## src/rtl/frc_timer_pkg.sv

```systemverilog
package frc_timer_pkg;

  typedef enum logic [2:0] {
    SEL_NONE,
    SEL_CTRL,
    SEL_STAT,
    SEL_MAIN_HI,
    SEL_MAIN_LO,
    SEL_ALT_HI,
    SEL_ALT_LO
  } frc_sel_e;

  localparam int IE_BIT  = 0;
  localparam int TOF_BIT = 0;

endpackage

```

## src/rtl/frc_prescale.sv

```systemverilog
module frc_prescale #(
  parameter int DIV = 4
) (
  input  logic clk_i,
  input  logic rst_ni,
  output logic tick_o
);

  generate
    if (DIV <= 1) begin : g_bypass
      assign tick_o = 1'b1;
    end else begin : g_div
      localparam int PW = $clog2(DIV);
      logic [PW-1:0] pre_q;

      assign tick_o = (pre_q == PW'(DIV - 1));

      always_ff @(posedge clk_i or negedge rst_ni) begin
        if (!rst_ni)     pre_q <= '0;
        else if (tick_o) pre_q <= '0;
        else             pre_q <= pre_q + PW'(1);
      end
    end
  endgenerate

endmodule

```

## src/rtl/frc_counter.sv

```systemverilog
module frc_counter #(
  parameter int CNT_W = 16
) (
  input  logic             clk_i,
  input  logic             rst_ni,
  input  logic             inc_i,
  output logic [CNT_W-1:0] cnt_o,
  output logic             wrap_o
);

  logic [CNT_W-1:0] cnt_q;

  assign cnt_o  = cnt_q;
  assign wrap_o = inc_i & (&cnt_q);

  always_ff @(posedge clk_i or negedge rst_ni) begin
    if (!rst_ni)    cnt_q <= '0;
    else if (inc_i) cnt_q <= cnt_q + CNT_W'(1);
  end

endmodule

```

## src/rtl/frc_rd_latch.sv

```systemverilog
// One buffer shared by both byte pairs; first high read opens the sequence.
module frc_rd_latch #(
  parameter int DATA_W = 8
) (
  input  logic              clk_i,
  input  logic              rst_ni,
  input  logic              hi_rd_i,
  input  logic              lo_rd_i,
  input  logic [DATA_W-1:0] live_lo_i,
  output logic [DATA_W-1:0] lo_o,
  output logic [DATA_W-1:0] buf_o,
  output logic              open_o
);

  logic [DATA_W-1:0] buf_q;
  logic              open_q;

  assign lo_o   = open_q ? buf_q : live_lo_i;
  assign buf_o  = buf_q;
  assign open_o = open_q;

  always_ff @(posedge clk_i or negedge rst_ni) begin
    if (!rst_ni) begin
      buf_q  <= '0;
      open_q <= 1'b0;
    end else if (hi_rd_i && !open_q) begin
      buf_q  <= live_lo_i;
      open_q <= 1'b1;
    end else if (lo_rd_i) begin
      open_q <= 1'b0;
    end
  end

endmodule

```

## src/rtl/frc_ovf_flag.sv

```systemverilog
module frc_ovf_flag (
  input  logic clk_i,
  input  logic rst_ni,
  input  logic wrap_i,
  input  logic stat_rd_i,
  input  logic clr_rd_i,
  output logic tof_o
);

  logic tof_q;
  logic arm_q;

  assign tof_o = tof_q;

  // wrap beats a clear landing on the same edge
  always_ff @(posedge clk_i or negedge rst_ni) begin
    if (!rst_ni)                   tof_q <= 1'b0;
    else if (wrap_i)               tof_q <= 1'b1;
    else if (clr_rd_i && arm_q)    tof_q <= 1'b0;
  end

  always_ff @(posedge clk_i or negedge rst_ni) begin
    if (!rst_ni)                   arm_q <= 1'b0;
    else if (stat_rd_i && tof_q)   arm_q <= 1'b1;
    else if (clr_rd_i)             arm_q <= 1'b0;
  end

endmodule

```

## src/rtl/frc_timer.sv

```systemverilog
module frc_timer
  import frc_timer_pkg::*;
#(
  parameter int DATA_W      = 8,
  parameter int ADDR_W      = 8,
  parameter int PRESCALE    = 4,
  parameter int ADDR_CTRL   = 'h12,
  parameter int ADDR_STAT   = 'h13,
  parameter int ADDR_MAIN_HI = 'h18,
  parameter int ADDR_MAIN_LO = 'h19,
  parameter int ADDR_ALT_HI  = 'h1A,
  parameter int ADDR_ALT_LO  = 'h1B
) (
  input  logic              clk_i,
  input  logic              rst_ni,
  input  logic              rd_i,
  input  logic              wr_i,
  input  logic [ADDR_W-1:0] addr_i,
  input  logic [DATA_W-1:0] wdata_i,
  output logic [DATA_W-1:0] rdata_o,
  output logic              irq_o
);

  localparam int CNT_W = 2 * DATA_W;

  frc_sel_e          sel;
  logic              tick;
  logic [CNT_W-1:0]  cnt;
  logic              wrap;
  logic              hi_rd;
  logic              lo_rd;
  logic [DATA_W-1:0] lo_byte;
  logic [DATA_W-1:0] lo_buf;
  logic              seq_open;
  logic              tof;
  logic [DATA_W-1:0] ctrl_q;
  logic [DATA_W-1:0] stat_word;

  always_comb begin
    case (addr_i)
      ADDR_W'(ADDR_CTRL):    sel = SEL_CTRL;
      ADDR_W'(ADDR_STAT):    sel = SEL_STAT;
      ADDR_W'(ADDR_MAIN_HI): sel = SEL_MAIN_HI;
      ADDR_W'(ADDR_MAIN_LO): sel = SEL_MAIN_LO;
      ADDR_W'(ADDR_ALT_HI):  sel = SEL_ALT_HI;
      ADDR_W'(ADDR_ALT_LO):  sel = SEL_ALT_LO;
      default:               sel = SEL_NONE;
    endcase
  end

  assign hi_rd = rd_i && (sel == SEL_MAIN_HI || sel == SEL_ALT_HI);
  assign lo_rd = rd_i && (sel == SEL_MAIN_LO || sel == SEL_ALT_LO);

  frc_prescale #(.DIV(PRESCALE)) u_pre (
    .clk_i  (clk_i),
    .rst_ni (rst_ni),
    .tick_o (tick)
  );

  frc_counter #(.CNT_W(CNT_W)) u_cnt (
    .clk_i  (clk_i),
    .rst_ni (rst_ni),
    .inc_i  (tick),
    .cnt_o  (cnt),
    .wrap_o (wrap)
  );

  frc_rd_latch #(.DATA_W(DATA_W)) u_latch (
    .clk_i     (clk_i),
    .rst_ni    (rst_ni),
    .hi_rd_i   (hi_rd),
    .lo_rd_i   (lo_rd),
    .live_lo_i (cnt[DATA_W-1:0]),
    .lo_o      (lo_byte),
    .buf_o     (lo_buf),
    .open_o    (seq_open)
  );

  frc_ovf_flag u_ovf (
    .clk_i     (clk_i),
    .rst_ni    (rst_ni),
    .wrap_i    (wrap),
    .stat_rd_i (rd_i && sel == SEL_STAT),
    .clr_rd_i  (rd_i && sel == SEL_MAIN_LO),
    .tof_o     (tof)
  );

  always_ff @(posedge clk_i or negedge rst_ni) begin
    if (!rst_ni)                      ctrl_q <= '0;
    else if (wr_i && sel == SEL_CTRL) ctrl_q <= wdata_i;
  end

  always_comb begin
    stat_word          = '0;
    stat_word[TOF_BIT] = tof;
  end

  always_comb begin
    rdata_o = '0;
    if (rd_i) begin
      case (sel)
        SEL_CTRL:                rdata_o = ctrl_q;
        SEL_STAT:                rdata_o = stat_word;
        SEL_MAIN_HI, SEL_ALT_HI: rdata_o = cnt[CNT_W-1:DATA_W];
        SEL_MAIN_LO, SEL_ALT_LO: rdata_o = lo_byte;
        default:                 rdata_o = '0;
      endcase
    end
  end

  assign irq_o = tof & ctrl_q[IE_BIT];

endmodule

```

## config.mk

```make
export PLATFORM = sky130hd
export DESIGN_NAME = frc_timer
export DESIGN_NICKNAME = d
export VERILOG_FILES = /design/src/rtl/frc_timer_pkg.sv /design/src/rtl/frc_prescale.sv /design/src/rtl/frc_counter.sv /design/src/rtl/frc_rd_latch.sv /design/src/rtl/frc_ovf_flag.sv /design/src/rtl/frc_timer.sv
export SDC_FILE = /design/constraint.sdc
export NUM_CORES = 1
export LEC_CHECK = 0
export ABC_AREA = 1
export BUFFER_PORTS_ARGS = -buffer_cell sky130_fd_sc_hd__buf_2
export CORE_ASPECT_RATIO = 2
export CORE_UTILIZATION = 50
export DETAILED_ROUTE_END_ITERATION = 10
export HOLD_SLACK_MARGIN = 0.02
export MAX_ROUTING_LAYER = met4
export PLACE_DENSITY = 0.78
export SLEW_MARGIN = 10
export SYNTH_ARGS = -nofsm -noshare
export SYNTH_HDL_FRONTEND = slang
export SYNTH_SLANG_ARGS = --single-unit
```

## constraint.sdc

```tcl
create_clock -name clk_i -period 1.9 [get_ports clk_i]
set_clock_uncertainty 0.05 [all_clocks]
set_input_delay 0.19 -clock clk_i [delete_from_list [all_inputs] [get_ports clk_i]]
set_output_delay 0.19 -clock clk_i [all_outputs]
set_load 0.05 [all_outputs]
```

==> results.md <==
* Status: complete, no violations
* Worst EP required at 1.66 ns
* Post-layout min period at 1.82 ns
* Period Utilization, post-route at 95.6%
* Antenna violations before repair at 0
* WHS Path Cells at 3
* Die area at 4680 um^2
* Post-synth EDFFs at 0
* Setup crit end kind: output pin
* TritonRoute pass-1 iters at 4
* Register area at 927 um^2
* Layout cells sized above 1 at 18.1%
* Util after Layout at 60.2%
* Clock latency on the worst-skew pair at 0.29 ns
* Final setup fails at 0
* Top post-synthesis cells by area: dfrtp_1 42%, nand2_1 20%, inv_1 7.0%, nand3_1 5.5%, nor2_1 3.6%
* Worst Hold End: ctrl_q[6]
* R2R cell count at 8
* Max_cap viols at 0
* Synth warn at 0
* Setup CP Type: flip-flop to output pin
* Detailed Place HPWL at 3.91 mm
* Total GRT Usage at 24.0%
* Syn_nets at 330
* Leak pwr at 0.00135 uW
* Antenna viol nets, final at 0
* Residual DRC at 0
* I/O Buffers at 28
* PD cells at 597 nW/um^2
* Worst-path fanout max at 17
* FF-to-FF Start: u_pre.g_div.pre_q[0]
* Worst slew pin tran at 0.539 ns
* R2r setup slk at 0.27 ns
* Sequential share of the synthesized area at 42.1%
* Count of cell types in the netlist at 25
* Worst EP arrival at 1.58 ns
* Vias at 1998
* Post-Syn Area at 2200 um^2
* Final Wtd Congestion at 0.882
* Peak Freq at 0.551 GHz
* WL/cell at 12.3 um
* Initial Util at 52.7%
* Layout area overhead at 14.3%
* CTS tree: built
* Final Max Tran Viols at 0
* Worst hold margin at 0.0828 ns
* 1st-iter DRT viols at 42
* Die Y-Extent at 95.8 um
* Filler cell count at 392
* I/O pin cnt at 29
* Via-to-Cell Ratio at 5.06
* Yosys top cell by area: dfrtp_1
* Hold Crit Start: wdata_i[6]
* Post-CTS Setup Inserts at 0
* Synth top cells by count: 119 x nand2_1, 41 x inv_1, 37 x dfrtp_1
* Pin count of the biggest net entering global routing at 25
* Top-count cell post-synth: nand2_1
* CTS Buf Count at 5
* Post-synth ARST share at 100%
* Die Wd at 48.9 um
* Reg-to-Reg End: u_cnt.cnt_o[10]
* Ys flop type: dfrtp_1
* First-pass GRT wire length at 8.10 mm
* Synth Area per Inst at 7.14 um^2
* Mapped Cells at 308
* Maximum VDD drop at 0.565 mV
* Yosys top cell area share at 42.1%
* Total clock sinks at 37
* Clock Path Buffers at 2
* Diode count at 0
* FP Rows at 33
* Place WS at 0.151 ns
* GRT overflow at 0
* Synth Register Bits at 37
* Min-Delay Path Class: primary input to flip-flop
* Worst-path clk slew at 0.08 ns
* Worst Setup Start Kind: flip-flop
* Layout net count at 364
* Worst slew margin at 64.1%
* Vias in the first global route at 1912
* Area occupied by multi-input gates at 1050 um^2
* Final Hold Viols at 0
* Setup_tns at 0 ns
* Unrepaired setup endpoints after global routing: no
* Root Buffer: clkbuf_8
* WL final at 4.87 mm
* Final worst slack at 0.0837 ns
* Core Region at 4170 um^2
* H-tree Lvls at 2
==> layout make-up <==
class / instances / area share, %
clock inverter: 2 / 0.548
multi-input combinational: 220 / 41.9
inverter: 43 / 6.42
clock buffer: 6 / 3.29
tap: 52 / 2.59
timing repair buffer: 35 / 8.37
sequential: 37 / 36.9
==> logic make-up (layout without fill, tap and decap cells) <==
| kind of cell | count (synthesis) | count (layout) | synth area share [%] |
|---|---|---|---|
| AOI/OAI and AO/OA | 23 | 23 | 6.60 |
| xor gates and xnor gates | 9 | 9 | 3.59 |
| adders and majority gates | 2 | 2 | 1.14 |
| buffers and inverters | 51 | 86 | 10.0 |
| DFF | 37 | 37 | 42.1 |
| and+or+nand+nor | 186 | 186 | 36.5 |
==> worst max-delay path: stages (launching register included) <==
cell	delay [ns]
dfrtp_2	0.51
o21ai_1	0.25
nand2_1	0.08
nand3_1	0.09
nand2_1	0.05
inv_1	0.05
buf_2	0.25
==> registers in the layout, summed over array words and instances, names as in the netlist <==
name / cells
u_cnt.cnt_o: 16
u_ovf.arm_q: 1
u_latch.open_o: 1
ctrl_q: 8
u_ovf.tof_o: 1
u_latch.buf_o: 8
u_pre.g_div.pre_q: 2
==> metrics by stage <==
step | instances | power [uW] | instance area [um^2]
floorplan | 308 | 880 | 2200
global placement | 386 | 933 | 2390
detailed placement | 386 | 936 | 2390
CTS | 395 | 1520 | 2500
global route | 395 | 1580 | 2510
finish | 395 | 1500 | 2510
==> repair_timing <==
item,4_1_cts,5_1_grt
resized for setup,6,6
hold buffers,1,0
hold endpoints to repair,22,0
setup endpoints to repair,5,6
==> routing by layer <==
metal	GRT usage, %	vias to the layer above	wire, um	share of wire, %
met1	22.1	880	1790	37
met4	21.3	0	366	7.5
met2	42.5	66	2580	53
met5	-	-	0	0
met3	3.63	29	134	2.7
li1	-	1023	-	-
==> worst max path at each step <==
stage | from | to | cells past startpoint
after CTS | u_latch.open_o | rdata_o[2] | 6
after floorplan | addr_i[6] | rdata_o[0] | 9
after global placement | addr_i[6] | rdata_o[0] | 10
after detailed placement | addr_i[6] | rdata_o[0] | 10
final | u_latch.open_o | rdata_o[4] | 6
after global routing | u_cnt.cnt_o[3] | rdata_o[3] | 7
==> power by group <==
| part | internal, uW | switching, uW |
|---|---|---|
| clock network | 294 | 282 |
| registers | 804 | 22.9 |
| logic | 34.3 | 62.6 |
==> layout by cell type (no fill, tap or decap) <==
master	netlist	final
a21oi_1	2	2
nor2_2	1	1
nor3_2	1	1
nand2_1	119	119
dlygate4sd3_1	0	1
o21ai_1	0	5
inv_1	41	41
ha_1	2	2
nor2_4	1	1
nor2_1	21	21
and2_1	2	2
nand3_1	24	24
buf_4	0	6
clkinv_4	0	1
o21ai_2	8	8
clkinv_2	0	1
nand3_4	1	1
clkbuf_4	0	6
nand4_1	7	7
clkbuf_8	0	6
o21ai_0	13	8
dfrtp_2	0	1
buf_2	1	22
inv_2	2	2
xor2_1	9	9
nand2_4	1	1
dfrtp_1	37	36
nand2_2	4	4
nor3_1	4	4
(Power assumes the default switching activity.)
